--- src/rtl/eqany_pkg.sv ---
// Package: shared encodings and types of the equal-any compare unit.
// Assumes a 32-bit instruction word with the primary opcode in bits [7:0].
package eqany_pkg;

    localparam int INSTR_W = 32;
    localparam int IMM_W   = 9;
    localparam int IDX_W   = 4;

    localparam logic [7:0] PRI_IMM      = 8'h8B;
    localparam logic [7:0] PRI_REG      = 8'h0B;
    localparam logic [6:0] SEC_IMM_BYTE = 7'h56;
    localparam logic [6:0] SEC_IMM_HALF = 7'h76;
    localparam logic [7:0] SEC_REG_BYTE = 8'h56;

    // Lane width selected by the decoded operation
    typedef enum logic [1:0] {
        LW_NONE = 2'd0,
        LW_BYTE = 2'd1,
        LW_HALF = 2'd2
    } lane_mode_e;

    // Decoded view of one instruction word
    typedef struct packed {
        logic       legal;
        logic       use_imm;
        lane_mode_e mode;
        logic [3:0] dst;
    } dec_info_s;

endpackage

--- src/rtl/eqany_decode.sv ---
// Module: eqany_decode
// Recognises the four equal-any encodings and forms operand B. Operand B is
// src_b in register form and the sign-extended 9-bit constant in immediate form.
// Assumes DATA_W >= IMM_W. Bits [19:16] of a register-form word are not examined.
module eqany_decode
    import eqany_pkg::*;
#(
    parameter int         DATA_W     = 32,
    parameter logic [7:0] HALF_OP_RR = 8'h76
) (
    input  logic              clk,
    input  logic              rst_n,
    input  logic [INSTR_W-1:0] instr,
    input  logic [DATA_W-1:0] src_b,
    output dec_info_s         info,
    output logic [DATA_W-1:0] opnd_b
);

    localparam int EXT_W = DATA_W - IMM_W;

    logic [7:0]       pri;
    logic [6:0]       sec_imm;
    logic [7:0]       sec_reg;
    logic [IMM_W-1:0] konst;
    logic [DATA_W-1:0] imm_ext;

    // Split the word into its fields
    always_comb begin
        pri     = instr[7:0];
        sec_imm = instr[27:21];
        sec_reg = instr[27:20];
        konst   = instr[20:12];
        imm_ext = {{EXT_W{konst[IMM_W-1]}}, konst};
    end

    // Classify the word into format and lane width
    always_comb begin
        info.legal   = 1'b0;
        info.use_imm = 1'b0;
        info.mode    = LW_NONE;
        info.dst     = instr[31:28];
        if (pri == PRI_IMM) begin
            info.use_imm = 1'b1;
            if (sec_imm == SEC_IMM_BYTE) begin
                info.legal = 1'b1;
                info.mode  = LW_BYTE;
            end else if (sec_imm == SEC_IMM_HALF) begin
                info.legal = 1'b1;
                info.mode  = LW_HALF;
            end
        end else if (pri == PRI_REG) begin
            if (sec_reg == SEC_REG_BYTE) begin
                info.legal = 1'b1;
                info.mode  = LW_BYTE;
            end else if (sec_reg == HALF_OP_RR) begin
                info.legal = 1'b1;
                info.mode  = LW_HALF;
            end
        end
    end

    // Choose the second operand by format
    always_comb begin
        opnd_b = info.use_imm ? imm_ext : src_b;
    end

    // the constant's sign reaches every upper bit of operand B
    p_imm_sign_fill_r4: assert property (@(posedge clk) disable iff (!rst_n)
        (instr[7:0] == PRI_IMM && instr[20]) |-> (&opnd_b[DATA_W-1:IMM_W-1]));

endmodule

--- src/rtl/eqany_lanes.sv ---
// Module: eqany_lanes
// Compares DATA_W/LANE_W lanes of two operands position by position and
// reports whether any lane pair is equal. Assumes LANE_W divides DATA_W.
module eqany_lanes #(
    parameter int DATA_W = 32,
    parameter int LANE_W = 8
) (
    input  logic [DATA_W-1:0] opa,
    input  logic [DATA_W-1:0] opb,
    output logic              any_eq
);

    localparam int N_LANES = DATA_W / LANE_W;

    logic [N_LANES-1:0] lane_eq;

    for (genvar g = 0; g < N_LANES; g++) begin : g_lane
        // One equality comparator per lane
        always_comb begin
            lane_eq[g] = (opa[g*LANE_W +: LANE_W] == opb[g*LANE_W +: LANE_W]);
        end
    end

    // Reduce the per-lane results to one flag
    always_comb begin
        any_eq = |lane_eq;
    end

endmodule

--- src/rtl/eqany_unit.sv ---
// Module: eqany_unit (top)
// Single-cycle equal-any compare: decode, lane compare in byte and half-word
// widths, mode select, then one registered output stage with a synchronous
// active-low reset. Assumes a new instruction word may be presented each cycle.
module eqany_unit
    import eqany_pkg::*;
#(
    parameter int         DATA_W     = 32,
    parameter logic [7:0] HALF_OP_RR = 8'h76
) (
    input  logic              clk,
    input  logic              rst_n,
    input  logic [31:0]       instr,
    input  logic [DATA_W-1:0] src_a,
    input  logic [DATA_W-1:0] src_b,
    output logic [3:0]        rd_idx,
    output logic [DATA_W-1:0] rd_data,
    output logic              rd_valid,
    output logic              op_illegal
);

    localparam int N_WIDTHS = 2;

    dec_info_s           info;
    logic [DATA_W-1:0]   opnd_b;
    logic [N_WIDTHS-1:0] width_hit;
    logic                hit;

    eqany_decode #(
        .DATA_W    (DATA_W),
        .HALF_OP_RR(HALF_OP_RR)
    ) u_dec (
        .clk   (clk),
        .rst_n (rst_n),
        .instr (instr),
        .src_b (src_b),
        .info  (info),
        .opnd_b(opnd_b)
    );

    // Index 0 compares bytes, index 1 compares half-words
    for (genvar w = 0; w < N_WIDTHS; w++) begin : g_width
        eqany_lanes #(
            .DATA_W(DATA_W),
            .LANE_W(8 << w)
        ) u_lanes (
            .opa   (src_a),
            .opb   (opnd_b),
            .any_eq(width_hit[w])
        );
    end

    // Pick the lane-width result named by the decoded mode
    always_comb begin
        unique case (info.mode)
            LW_BYTE: hit = width_hit[0];
            LW_HALF: hit = width_hit[1];
            default: hit = 1'b0;
        endcase
    end

    // Output register stage
    always_ff @(posedge clk) begin
        if (!rst_n) begin
            rd_idx     <= '0;
            rd_data    <= '0;
            rd_valid   <= 1'b0;
            op_illegal <= 1'b0;
        end else begin
            rd_idx     <= info.dst;
            rd_data    <= {{(DATA_W-1){1'b0}}, hit & info.legal};
            rd_valid   <= info.legal;
            op_illegal <= ~info.legal;
        end
    end

    // nothing above bit 0 is ever written
    p_upper_clear_r3: assert property (@(posedge clk) disable iff (!rst_n)
        rd_data[DATA_W-1:1] == '0);

    // an illegal word never leaves a result behind
    p_illegal_zero_r8: assert property (@(posedge clk) disable iff (!rst_n)
        op_illegal |-> (rd_data == '0 && !rd_valid));

    // valid and illegal are never raised together
    p_flags_excl_r8: assert property (@(posedge clk) disable iff (!rst_n)
        !(rd_valid && op_illegal));

    // the destination index trails the instruction word by one clock
    p_dest_follow_r9: assert property (@(posedge clk) disable iff (!rst_n)
        $past(rst_n) |-> rd_idx == $past(instr[31:28]));

endmodule

--- config.mk ---
export PLATFORM = sky130hd
export DESIGN_NAME = eqany_unit
export DESIGN_NICKNAME = d
export VERILOG_FILES = /design/src/rtl/eqany_pkg.sv /design/src/rtl/eqany_decode.sv /design/src/rtl/eqany_lanes.sv /design/src/rtl/eqany_unit.sv
export SDC_FILE = /design/constraint.sdc
export NUM_CORES = 1
export LEC_CHECK = 0
export ABC_CLOCK_PERIOD_IN_PS = 5700
export BUFFER_PORTS_ARGS = -buffer_cell sky130_fd_sc_hd__clkbuf_2
export CORE_MARGIN = 3
export CORE_UTILIZATION = 25
export CTS_BUF_LIST = sky130_fd_sc_hd__clkbuf_8
export DETAILED_ROUTE_END_ITERATION = 10
export GPL_TIMING_DRIVEN = 0
export PLACE_DENSITY_LB_ADDON = 0.2
export SLEW_MARGIN = 20
export SYNTH_ARGS = -nofsm -noshare
export SYNTH_HDL_FRONTEND = slang
export SYNTH_HIERARCHICAL = 1
export SYNTH_SLANG_ARGS = --single-unit
export TNS_END_PERCENT = 1
--- constraint.sdc ---
create_clock -name clk -period 5.7 [get_ports clk]
set_input_delay 0.285 -clock clk [delete_from_list [all_inputs] [get_ports clk]]
set_output_delay 0.285 -clock clk [all_outputs]
set_load 0.005 [all_outputs]
==> key figures <==
Place
  • DP HPWL: 4100 µm
  • Final GP Congestion: 0.812
  • # port buffers: 96
  • Pre-CTS WS: 3.15 ns

Clock network
  • CTS Hold Bufs: 0
  • CTS max path bufs: 2
  • Setup Buffers After CTS: 0
  • Clk sinks: 7
  • CTS tree: built
  • Post-cts sizing count: 0
  • Clock-pin slew on the worst setup and hold paths: 0.04 ns
  • Htree depth: 1
  • CTS Buf Count: 3
  • Clock root cell: clkbuf_8

Outcome
  • Outcome: finished clean

Power and ir drop
  • Switching part of the total: 30.5%
  • Flop pwr share: 21.3%
  • Peak supply drop: 0.0416 mV
  • Cell internal pwr: 0.168 mW
  • NetSw: 0.0737 mW
  • Gate power share: 51.2%
  • Power density over the cells: 100 nW/µm²
  • Static Leak: 1.42 nW
  • Power share of the clock group: 27.5%

STA
  • Fmax: 0.435 GHz
  • Setup violators final: 0
  • Post-route worst setup slack: 3.40 ns
  • Post-route setup TNS: 0 ns
  • Fin crit period: 2.30 ns
  • Final hold slack: 0.265 ns
  • Unrepaired setup endpoints after global routing: no
  • Final hold viol count: 0
  • Tcrit/Tclk final: 40.3%
  • Final slew viol count: 0

Global route
  • Vias in the first global route: 1655
  • Largest net degree at the start of global routing: 11
  • Initial antenna violation count: 0
  • Tot GR Track Use: 11.4%
  • Overflow left after global routing: 0
  • First-pass GRT wire length: 7070 µm

Floorplan
  • Die ar.: 7720 µm²
  • Initial core utilization: 26.1%
  • Top-Level Pins: 136
  • Core area: 6420 µm²
  • Die Ht: 87.9 µm
  • Die width: 87.9 µm
  • Row Count: 29

Routing
  • WL/cell: 11.3 µm
  • DR pass1 iterations: 2
  • Final ANT Viol Nets: 0
  • # DRC: 0
  • Starting DRT DRC Count: 22
  • Vias: 1642
  • Final wirelength: 4610 µm
  • Routed vias/inst: 4.04

Finish
  • # fillers: 702
  • Antenna diodes: 0
  • Util after Layout: 37.5%
  • Synth-to-layout area growth: 43.8%
  • Fin nets: 430
  • Layout cells sized above 1: 46.5%

Min path
  • Hold crit path type: in2reg
  • Hold Path End: rd_idx[3]
  • Min-Delay Path Depth: 2
  • Hold Crit Start: instr[31]

Yosys
  • Mapped Area: 1680 µm²
  • Cells after synthesis: 199
  • Synth Area per Inst: 8.43 µm²
  • YS warnings: 6

Setup path
  • Worst EP required: 5.85 ns
  • Crit path arrival time: 2.45 ns
  • Critical Path End Type: flip-flop
  • WS Path Type: in2reg
  • Worst setup SP type: input port
  • Critical path peak fanout: 10

Run
  • Max_cap viols: 0
[registers in the layout, summed over array words and instances (netlist names)]
register and cells:
op_illegal 1, rd_data 1, rd_idx 4, rd_valid 1
[worst max-delay path by stage]
stage                     startpoint    endpoint  depth (start not counted)
after floorplan             instr[5]  rd_data[0]                         10
after global placement      instr[5]  rd_data[0]                         11
after detailed placement    instr[5]  rd_data[0]                         11
after CTS                   instr[5]  rd_data[0]                         11
after global routing        instr[5]  rd_data[0]                         12
final                       instr[5]  rd_data[0]                         11
[power groups by stage]
| stage | registers, mW | clock network (mW) | logic [mW] |
|---|---|---|---|
| 2_1_floorplan | 0.0526 | 0 | 0.0761 |
| 3_3_place_gp | 0.0523 | 0 | 0.122 |
| 3_5_place_dp | 0.0523 | 0 | 0.124 |
| 4_1_cts | 0.0516 | 0.0686 | 0.124 |
| 5_1_grt | 0.0516 | 0.0723 | 0.139 |
| 6_report | 0.0515 | 0.0664 | 0.124 |
[through the flow]
stage | instance area (µm²) | total power, mW | instances
floorplan | 1790 | 0.129 | 229
global placement | 2370 | 0.175 | 402
detailed placement | 2370 | 0.176 | 402
CTS | 2410 | 0.245 | 406
global route | 2410 | 0.263 | 406
finish | 2410 | 0.242 | 406
[routing by layer]
metal	wire length (µm)	track usage, %	vias to the layer above
li1	-	-	881
met1	1950	13.6	685
met5	0	0	-
met4	16	2.09	0
met3	439	2.45	2
met2	2200	20.9	74
[layout by cell type (no fill, tap or decap), types with 2 or more instances in the layout]
master     n
dfxtp_1    7
clkbuf_8   3
inv_1      4
mux2_4     3
mux2_2     5
nor4_1    16
buf_6      3
buf_2      2
xor2_1    64
nand4_1    5
buf_4     36
and2_1     5
a21o_1    24
clkbuf_2  96
conb_1    31
nand2_1    6
ha_1       2
[area by class of cell]
cell class	count	area (µm²)	area share [%]
buffer	41	314	13.0
clock buffer	3	41.3	1.71
clock inverter	1	3.75	0.156
inverter	3	11.3	0.467
multi-input combinational	178	1320	54.9
sequential	7	140	5.81
tap	77	96.3	4.00
timing repair buffer	96	480	19.9
[worst max-delay path: stages]
cell and delay (ns):
clkbuf_2 0.11, nor4b_4 0.37, nand2_4 0.14, buf_6 0.18, mux2_4 0.31, xor2_1 0.16
nor4_1 0.37, nand2_1 0.13, nand4_1 0.13, a22oi_1 0.10, nor3b_2 0.15
Power figures use the tool's default switching activity.
